<file path="src/rtl/tsq_pkg.sv">
package tsq_pkg;

  typedef enum logic [1:0] {
    SEQ_IDLE   = 2'd0,
    SEQ_LOCAL  = 2'd1,
    SEQ_REMOTE = 2'd2
  } seq_state_e;

  // Idle interval in base ticks for a rate code: fastest code gives one tick.
  function automatic int unsigned period_ticks(int unsigned code, int unsigned code_max);
    return 32'd1 << (code_max - code);
  endfunction

endpackage

</file>
<file path="src/rtl/tsq_pacer.sv">
module tsq_pacer #(
  parameter int unsigned PRESCALE = 1250000,
  parameter int unsigned RATE_W   = 3
) (
  input  logic              clk,
  input  logic              rst_n,
  input  logic              enable,
  input  logic [RATE_W-1:0] rate_code,
  output logic              fire
);
  localparam int unsigned PRE_W    = (PRESCALE > 1) ? $clog2(PRESCALE) : 1;
  localparam int unsigned TCNT_W   = 1 << RATE_W;
  localparam int unsigned CODE_MAX = (1 << RATE_W) - 1;
  localparam logic [PRE_W-1:0] PRE_LAST = PRE_W'(PRESCALE - 1);

  logic [PRE_W-1:0]  pre_q;
  logic [TCNT_W-1:0] tcnt_q;
  logic [TCNT_W-1:0] div_last;
  logic              base_tick;

  always_comb begin
    div_last  = TCNT_W'(tsq_pkg::period_ticks(32'(rate_code), CODE_MAX) - 1);
    base_tick = enable && (pre_q == PRE_LAST);
    // >= keeps a faster code written mid-wait from wrapping the count
    fire      = base_tick && (tcnt_q >= div_last);
  end

  always_ff @(posedge clk or negedge rst_n) begin
    if (!rst_n) begin
      pre_q  <= '0;
      tcnt_q <= '0;
    end else if (!enable) begin
      pre_q  <= '0;
      tcnt_q <= '0;
    end else if (base_tick) begin
      pre_q  <= '0;
      tcnt_q <= fire ? '0 : tcnt_q + 1'b1;
    end else begin
      pre_q  <= pre_q + 1'b1;
    end
  end


  fire_after_enable_chk: assert property (@(posedge clk) disable iff (!rst_n)
    ((PRESCALE > 1) && fire) |-> $past(enable));

endmodule

</file>
<file path="src/rtl/tsq_accum.sv">
module tsq_accum #(
  parameter int unsigned TEMP_W   = 8,
  parameter int unsigned AVG_LOG2 = 4
) (
  input  logic              clk,
  input  logic              rst_n,
  input  logic              clr,
  input  logic              take,
  input  logic [TEMP_W-1:0] din,
  output logic              last,
  output logic [TEMP_W-1:0] avg_next
);
  localparam int unsigned ACC_W = TEMP_W + AVG_LOG2;

  logic signed [ACC_W-1:0] acc_q;
  logic signed [ACC_W-1:0] acc_nx;
  logic [AVG_LOG2-1:0]     cnt_q;

  function automatic logic [TEMP_W-1:0] fold_avg(logic signed [ACC_W-1:0] s);
    logic signed [ACC_W-1:0] sh;
    sh = s >>> AVG_LOG2;
    return sh[TEMP_W-1:0];
  endfunction

  always_comb begin
    acc_nx   = acc_q + $signed({{AVG_LOG2{din[TEMP_W-1]}}, din});
    last     = take && (cnt_q == '1);
    avg_next = fold_avg(acc_nx);
  end

  always_ff @(posedge clk or negedge rst_n) begin
    if (!rst_n) begin
      acc_q <= '0;
      cnt_q <= '0;
    end else if (clr) begin
      acc_q <= '0;
      cnt_q <= '0;
    end else if (take) begin
      acc_q <= last ? '0 : acc_nx;
      cnt_q <= cnt_q + 1'b1;
    end
  end


  accum_count_chk: assert property (@(posedge clk) disable iff (!rst_n)
    (take && !clr) |=> (cnt_q == $past(cnt_q) + 1'b1));


  accum_clear_chk: assert property (@(posedge clk) disable iff (!rst_n)
    clr |=> (cnt_q == '0));

endmodule

</file>
<file path="src/rtl/tsq_conv_sequencer.sv">
module tsq_conv_sequencer #(
  parameter int unsigned PRESCALE = 1250000,
  parameter int unsigned TEMP_W   = 8,
  parameter int unsigned AVG_LOG2 = 4,
  parameter int unsigned RATE_W   = 3,
  parameter logic [RATE_W-1:0] RATE_RST = 3'd2
) (
  input  logic              clk,
  input  logic              rst_n,
  input  logic              stby_n,
  input  logic              cfg_stop,
  input  logic              oneshot_wr,
  input  logic              rate_wr,
  input  logic [7:0]        rate_wdata,
  output logic [RATE_W-1:0] rate_code,
  output logic              smp_req,
  output logic              smp_ch,
  input  logic              smp_valid,
  input  logic [TEMP_W-1:0] smp_data,
  input  logic              open_in,
  output logic              open_flag,
  output logic              busy,
  output logic [TEMP_W-1:0] local_val,
  output logic [TEMP_W-1:0] remote_val,
  output logic              results_stb
);
  import tsq_pkg::*;

  localparam int unsigned CODE_MAX = (1 << RATE_W) - 1;

  seq_state_e        st_q;
  logic              os_run_q;
  logic [TEMP_W-1:0] loc_hold_q;
  logic [RATE_W-1:0] rate_q;

  // named internal events
  logic run_mode, conv_live, abort_ev, os_ev, auto_ev, start_ev, take_ev;
  logic acc_clr, acc_last;
  logic [TEMP_W-1:0] acc_avg;

  always_comb begin
    run_mode  = stby_n && !cfg_stop;
    conv_live = (st_q != SEQ_IDLE);
    abort_ev  = conv_live && (!stby_n || (cfg_stop && !os_run_q));
    os_ev     = oneshot_wr && stby_n && cfg_stop && !conv_live;
    take_ev   = smp_valid && conv_live && !abort_ev;
    acc_clr   = !conv_live || abort_ev;
    start_ev  = os_ev || auto_ev;
  end

  tsq_pacer #(.PRESCALE(PRESCALE), .RATE_W(RATE_W)) u_pacer (
    .clk       (clk),
    .rst_n     (rst_n),
    .enable    (run_mode && !conv_live),
    .rate_code (rate_q),
    .fire      (auto_ev)
  );

  tsq_accum #(.TEMP_W(TEMP_W), .AVG_LOG2(AVG_LOG2)) u_accum (
    .clk      (clk),
    .rst_n    (rst_n),
    .clr      (acc_clr),
    .take     (take_ev),
    .din      (smp_data),
    .last     (acc_last),
    .avg_next (acc_avg)
  );

  always_ff @(posedge clk or negedge rst_n) begin
    if (!rst_n) begin
      rate_q <= RATE_RST;
    end else if (rate_wr && (32'(rate_wdata) <= CODE_MAX)) begin
      rate_q <= rate_wdata[RATE_W-1:0];
    end
  end

  always_ff @(posedge clk or negedge rst_n) begin
    if (!rst_n) begin
      st_q        <= SEQ_IDLE;
      os_run_q    <= 1'b0;
      loc_hold_q  <= '0;
      local_val   <= '0;
      remote_val  <= '0;
      results_stb <= 1'b0;
      open_flag   <= 1'b0;
    end else begin
      results_stb <= 1'b0;
      case (st_q)
        SEQ_IDLE: begin
          if (start_ev) begin
            st_q      <= SEQ_LOCAL;
            os_run_q  <= os_ev;
            open_flag <= open_in;
          end
        end
        SEQ_LOCAL: begin
          if (abort_ev) begin
            st_q <= SEQ_IDLE;
          end else if (acc_last) begin
            loc_hold_q <= acc_avg;
            st_q       <= SEQ_REMOTE;
          end
        end
        SEQ_REMOTE: begin
          if (abort_ev) begin
            st_q <= SEQ_IDLE;
          end else if (acc_last) begin
            local_val   <= loc_hold_q;
            remote_val  <= acc_avg;
            results_stb <= 1'b1;
            st_q        <= SEQ_IDLE;
          end
        end
        default: st_q <= SEQ_IDLE;
      endcase
    end
  end

  always_comb begin
    rate_code = rate_q;
    busy      = conv_live;
    smp_req   = conv_live;
    smp_ch    = (st_q == SEQ_REMOTE);
  end


  pin_low_idles_chk: assert property (@(posedge clk) disable iff (!rst_n)
    !stby_n |=> !busy);


  abort_no_commit_chk: assert property (@(posedge clk) disable iff (!rst_n)
    abort_ev |=> (!results_stb && $stable(local_val) && $stable(remote_val)));


  values_hold_chk: assert property (@(posedge clk) disable iff (!rst_n)
    !results_stb |-> ($stable(local_val) && $stable(remote_val)));


  busy_commit_chk: assert property (@(posedge clk) disable iff (!rst_n)
    results_stb |-> (!busy && $past(busy)));


  open_capture_chk: assert property (@(posedge clk) disable iff (!rst_n)
    $rose(busy) |-> (open_flag == $past(open_in)));


  rate_reserved_chk: assert property (@(posedge clk) disable iff (!rst_n)
    (rate_wr && (32'(rate_wdata) > CODE_MAX)) |=> $stable(rate_code));


  oneshot_blocked_chk: assert property (@(posedge clk) disable iff (!rst_n)
    (oneshot_wr && !stby_n && !busy) |=> !busy);

endmodule

</file>
<file path="config.mk">
export PLATFORM = sky130hd
export DESIGN_NAME = tsq_conv_sequencer
export DESIGN_NICKNAME = d
export VERILOG_FILES = /design/src/rtl/tsq_pkg.sv /design/src/rtl/tsq_pacer.sv /design/src/rtl/tsq_accum.sv /design/src/rtl/tsq_conv_sequencer.sv
export SDC_FILE = /design/constraint.sdc
export NUM_CORES = 1
export LEC_CHECK = 0
export BUFFER_PORTS_ARGS = -buffer_cell sky130_fd_sc_hd__buf_2
export CAP_MARGIN = 10
export CORE_AREA = 8 8 106 156
export DETAILED_ROUTE_END_ITERATION = 8
export DIE_AREA = 0 0 114 164
export SETUP_SLACK_MARGIN = 0.1
export SLEW_MARGIN = 40
export SYNTH_ARGS = -nofsm -noshare
export SYNTH_HDL_FRONTEND = slang
export SYNTH_SLANG_ARGS = --single-unit
</file>
<file path="constraint.sdc">
create_clock -name clk -period 3.2 [get_ports clk]
set_clock_uncertainty 0.2 [all_clocks]
set_input_delay 0.48 -clock clk [delete_from_list [all_inputs] [get_ports clk]]
set_output_delay 0.48 -clock clk [all_outputs]
set_load 0.02 [all_outputs]
</file>
Yosys cells after proc, flatten, opt, wreduce, memory -nomap -nowiden
Index checks and enable logic that the tools add are counted.

Register bits: 77. Latch bits: 0. Bits in writable memories: 0. Bits in read-only memories: 0. Input port bits: 24. Output and inout bits: 24. Memories: 0.

$add $sub $neg: 6. Multipliers: 0. Div/mod/pow operators: 0. $lt $le $gt $ge: 2. Equality and inequality tests: 8. Shifts and indexed selects: 1. Multiplexer cells: 19. Bitwise logic cells: 1. Reductions and logical operators: 28.

Operators by type and width (number): 21-bit two-way mux (2); 12-bit two-way mux (3); 1-bit by 32-bit left shift with 8-bit output (first input constant) (1); 8-bit two-way mux (3); 21-bit by 1-bit adder with 21-bit output (second input constant) (1); 21-bit == test (second input constant) (1); 1-bit logical AND (13); 12-bit by 8-bit adder with 12-bit output (1); 2-bit two-way mux (5); 3-bit AND reduction (3); 8-bit by 1-bit adder with 8-bit output (second input constant) (1); 8-bit greater-or-equal comparator (1); 8-bit by 3-bit less-or-equal comparator with 1-bit output (second input constant) (1); 4-bit two-way mux (2); 8-bit by 1-bit subtractor with 8-bit output (second input constant) (1); 2-bit case mux with 3 select lines (1); 1-bit logical NOT (5); 4-bit by 1-bit adder with 4-bit output (second input constant) (1); 4-bit == test (second input constant) (1); 2-bit inequality test (second input constant) (2); 2-bit nonzero test (2); 3-bit by 3-bit subtractor with 4-bit output (first input constant) (1); 1-bit logical OR (3); 1-bit two-way mux (3); other kinds (7) (7).

Logic depth before layout (Yosys ltp)
Depth in word-level cells: 10. Mapped depth: 15. Depth with buffers taken out: 13.

Modules after synthesis
From an unflattened synthesis, not the netlist that was laid out.

Cell total of the unflattened synthesis: 400. Area, all modules: 4321.6 um^2.

By module, submodules not included: tsq_pacer (instances 1, cells an instance 199, area each 1859.3 um^2, sequential area each 725.7 um^2); tsq_conv_sequencer (instances 1, cells an instance 87, area each 1338.8 um^2, sequential area each 802.0 um^2); tsq_accum (instances 1, cells an instance 114, area each 1123.6 um^2, sequential area each 400.4 um^2).

Worst setup path after synthesis
No wires, ideal clock.

Path kind: reg2reg. Start: register rate_q[2], in the netlist rate_code[2]. End: register open_flag. Arrival time: 2.826 ns. Setup slack: 0.049 ns. Stages on the path, launching flop included: 14. Path buffers: 1. Cells stage by stage: dfrtp_1 clkbuf_1 nand3_1 ha_1 inv_1 nand2_1 a21oi_1 a31oi_1 ha_1 a21o_1 a221o_1 o21ai_0 nand2_1 mux2_2.

Cells in the longest elaborated chain, start to end: 7.

Ends and longest elaborated chain: start, declared (RTL line tsq_conv_sequencer.sv:34) `logic [RATE_W-1:0] rate_q;`; start signal, assigned (RTL line tsq_conv_sequencer.sv:73) `rate_q <= rate_wdata[RATE_W-1:0];`; 3-bit by 3-bit subtractor with 4-bit output (RTL line tsq_pkg.sv:11) `return 32'd1 << (code_max - code);`; 1-bit by 32-bit left shift with 8-bit output (RTL line tsq_pkg.sv:11); 8-bit by 1-bit subtractor with 8-bit output (RTL line tsq_pacer.sv:22) `div_last = TCNT_W'(tsq_pkg::period_ticks(32'(rate_code), CODE_MAX) - 1);`; 8-bit greater-or-equal comparator (RTL line tsq_pacer.sv:25) `fire = base_tick && (tcnt_q >= div_last);`; 1-bit logical AND (RTL line tsq_pacer.sv:25); 1-bit logical OR (RTL line tsq_conv_sequencer.sv:48) `start_ev = os_ev || auto_ev;`; 2-bit AND reduction (no line); end signal, assigned (RTL line tsq_conv_sequencer.sv:93) `open_flag <= open_in;`; end, declared (RTL line tsq_conv_sequencer.sv:21) `output logic open_flag,`.

No other way between the ends. A chain may end at the register's enable or synchronous reset.

Worst setup path in the final report
Start: register rate_q[1], in the netlist rate_code[1]. End: register u_pacer.tcnt_q[6].

Cells in the longest elaborated chain, start to end: 8.

Ends and longest elaborated chain: 3-bit by 3-bit subtractor with 4-bit output (RTL line tsq_pkg.sv:11); 1-bit by 32-bit left shift with 8-bit output (RTL line tsq_pkg.sv:11); 8-bit by 1-bit subtractor with 8-bit output (RTL line tsq_pacer.sv:22); 8-bit greater-or-equal comparator (RTL line tsq_pacer.sv:25); 1-bit logical AND (RTL line tsq_pacer.sv:25); 8-bit two-way mux (RTL line tsq_pacer.sv:37) `tcnt_q <= fire ? '0 : tcnt_q + 1'b1;`; 8-bit two-way mux (RTL line tsq_pacer.sv:35) `end else if (base_tick) begin`; 8-bit two-way mux (RTL line tsq_pacer.sv:32) `end else if (!enable) begin`; end signal, assigned (RTL line tsq_pacer.sv:37); end, declared (RTL line tsq_pacer.sv:17) `logic [TCNT_W-1:0] tcnt_q;`.

No other way between the ends. The select of a mux whose other input is x is not followed.

==> run summary <==
initial core utilization: 29.20%
die footprint: 0.01870 sq mm
clk sinks: 77
Via Count: 3338
share of cells above drive strength 1: 20.52%
TritonCTS clock tree: built
DRT antenna net count: 0
flops & latches, synth: 77
vias in the first global route: 3496
hold_buf cts: 0
crit path max fanout: 5
HP Class: in2async
Leakage: 0.002393 uW
worst vdd ir: 300.6 uV
Setup crit end kind: flip-flop
Total GRT Usage: 11.10%
Tcrit/Tclk final: 93.64%
CTS max path bufs: 2
Buffers on Ports: 47
max_cap viols: 0
worst skew pair latency: 0.33 ns
Max Clk Rate: 0.3337 GHz
CP most frequent cell: a31oi_1
TritonCTS Buffers: 9
hold_ws: -0.02973 ns
# IOs: 48
Synth area leader: dfrtp_1
Routed WL per cell: 14.26 um
CTS H-Tree Depth: 3
Synth Area per Inst: 9.638 sq um
total grt overflow: 0
first-pass GRT wire length: 16720 um
final setup fails: 0
Worst Path Arrival: 3.04 ns
crit path from: rate_code[1]
final WL: 9883 um
Die H: 164 um
WP data required: 3.24 ns
die width: 114 um
Remaining DRCs: 0
Hold Vio Cnt, Final: 23
core footprint: 0.01432 sq mm
Syn Nets: 482
RSZ-0062 raised after global routing: false
share of the synthesized area in the top cell type: 45.47%
site row count: 54
fill count: 1484
crit path max-delay cell type: dfstp_2
Multi-input gate area: 0.002150 sq mm
status: finished with violations
Setup CP Type: reg2reg
delay-heaviest family, CP: compound AO/OA/AOI/OAI gates
Fin Setup TNS: 0 ns
post-detail-place hpwl: 7124 um
Pwr Density: 464.1 mW/mm^2
number of flops mapped to enable cells by yosys: 0
Cell Area, Synth: 0.004183 sq mm
ys flop type: dfrtp_1
initial antenna violation count: 0
CP Launch Type: flip-flop
Final Max Tran Viols: 0
largest net degree at the start of global routing: 78
reg2reg start: rate_code[1]
register area: 0.001929 sq mm
largest cells by area after synthesis: dfrtp_1 45%, ha_1 6.9%, nand2_1 5.7%, nor2_1 4.2%, xor2_1 3.4%
Clock transition at path regs: 0.06 ns
Final GP Congestion: 0.8125
Root Buffer Master: clkbuf_16
Ys Warns: 0
Buf/Inv on CP: 2
final net count: 541
drt via density: 4.817
Netlist cell types: 62
Mapped Cells: 434
CP peak stage delay: 0.57 ns
sequential share of the synthesized area: 46.10%
Antenna diodes: 0
Placement Cell Area: 0.004644 sq mm
min cycle time layout: 2.996 ns
Starting DRT DRC Count: 95
Area Overhead vs Synth: 20.55%
cells along the critical path: nand3b_1 -> ha_2 -> buf_4 -> nand2b_1 -> a21oi_1 -> a31oi_1 -> ha_1 -> a21o_1 -> a221o_1 -> nor3b_2 -> buf_2 -> nand2_2 -> a31oi_1
Least-Margin Pin Slew: 0.7164 ns
Slew HR: 52.24%
failing checks: negative hold slack
fin area: 0.005042 sq mm
first-pass iteration count of the detailed router: 6
Async SR Flop Fraction: 100.0%
==> synthesized netlist by cell type (all sizes together), types with 3 or more instances <==
master  number
dfrtp       76
nand2       64
nor2        47
o21ai       24
ha          23
nand3       20
inv         17
xor2        16
xnor2       13
a21oi        9
mux2         9
buf          8
nand4        8
nor3         8
a21boi       6
nand3b       6
nor2b        6
a211oi       5
a21o         5
a22o         5
nand2b       5
a31oi        4
clkbuf       4
mux2i        4
nor4         4
and3         3
==> report_power, final <==
part	internal, uW	total [uW]	leakage (uW)	switching, uW
registers	992	1010	0.00106	18.4
logic	100	248	0.00119	148
clock network	678	1080	0.000147	403
==> cell families (layout without fill, tap and decap cells) <==
group	Yosys count	count (layout)	synth area share [%]
and+or+nand+nor	183	183	21.21
other	1	1	0.08965
muxes	13	13	3.380
DFF	77	77	46.10
AOI/OAI and AO/OA	78	78	12.77
adders and majority gates	24	24	7.359
xor gates and xnor gates	29	29	6.072
buffers and inverters	29	92	3.021
==> per-stage QoR <==
step / hold slack (ns) / total power (uW) / setup WS [ns] / utilization (%) / std cells
2_1_floorplan: -0.01559 / 1175 / 0.1469 / - / 434
3_3_place_gp: 0.2628 / 1254 / 0.1574 / 32.40 / 670
3_5_place_dp: 0.2610 / 1263 / 0.01559 / 32.42 / 670
4_1_cts: 0.01646 / 2365 / 0.1144 / 34.77 / 687
5_1_grt: 0.03457 / 2442 / 0.05040 / 35.20 / 693
6_report: -0.02973 / 2340 / 0.2036 / 35.20 / 693
==> cell type report <==
type | instances | share of cell area [%]
multi-input cells | 328 | 42.63
well taps | 196 | 4.864
inverters | 17 | 1.266
clock inverters | 6 | 1.762
clock buffers | 9 | 4.466
flip-flops and latches | 77 | 38.26
repair buffers | 60 | 6.749
==> what timing repair did <==
action | in CTS | in global routing
setup endpoints to repair | 4 | 11
setup buffers | 2 | 5
gates resized for setup | 2 | 6
cloned | 0 | 1
pin swaps | 0 | 6
==> path summary, 6_finish.rpt <==
check | depth (start not counted) | slack (ns) | to
worst max-delay path | 13 | 0.20 | u_pacer.tcnt_q[6]
worst min-delay path | 1 | -0.03 | local_val[6]
worst max register to register | 13 | 0.20 | u_pacer.tcnt_q[6]
worst min register to register | 2 | 0.27 | local_val[1]
max in group asynchronous | 1 | 2.28 | rate_code[0]
min in group clk | 2 | 0.18 | rate_code[0]
==> metal layers <==
layer / wire, um / track usage, % / vias up
met5: 0 / 0 / -
met4: 154 / 4.742 / 0
met3: 319 / 2.392 / 13
met2: 5085 / 19.24 / 55
met1: 4324 / 12.88 / 1634
li1: - / - / 1636
==> cell usage in the layout (no fill, tap or decap), types with 3 or more instances in the layout <==
cell type,synthesis,final
a211oi_1,5,5
a21boi_0,3,3
a21boi_1,3,3
a21o_1,5,5
a21oi_1,8,8
a22o_1,5,5
a31oi_1,3,3
and3_1,3,3
buf_2,5,47
buf_4,1,11
clkbuf_16,0,9
dfrtp_1,76,75
ha_1,23,22
inv_1,17,16
mux2_2,9,9
mux2i_1,4,4
nand2_1,63,63
nand2b_1,5,5
nand3_1,20,19
nand3b_1,6,6
nand4_1,8,8
nor2_1,47,47
nor2b_1,6,6
nor3_1,8,8
nor4_2,2,3
o21ai_0,21,20
o21ai_1,3,4
xnor2_1,13,13
xor2_1,16,16
==> state kept, by name (all words and copies together), names as in the netlist <==
signal,count
loc_hold_q,8
results_stb,1
os_run_q,1
u_pacer.pre_q,21
u_accum.cnt_q,4
local_val,8
remote_val,8
rate_code,3
st_q,2
u_pacer.tcnt_q,8
u_accum.acc_q,12
open_flag,1
(Power assumes the default switching activity.)
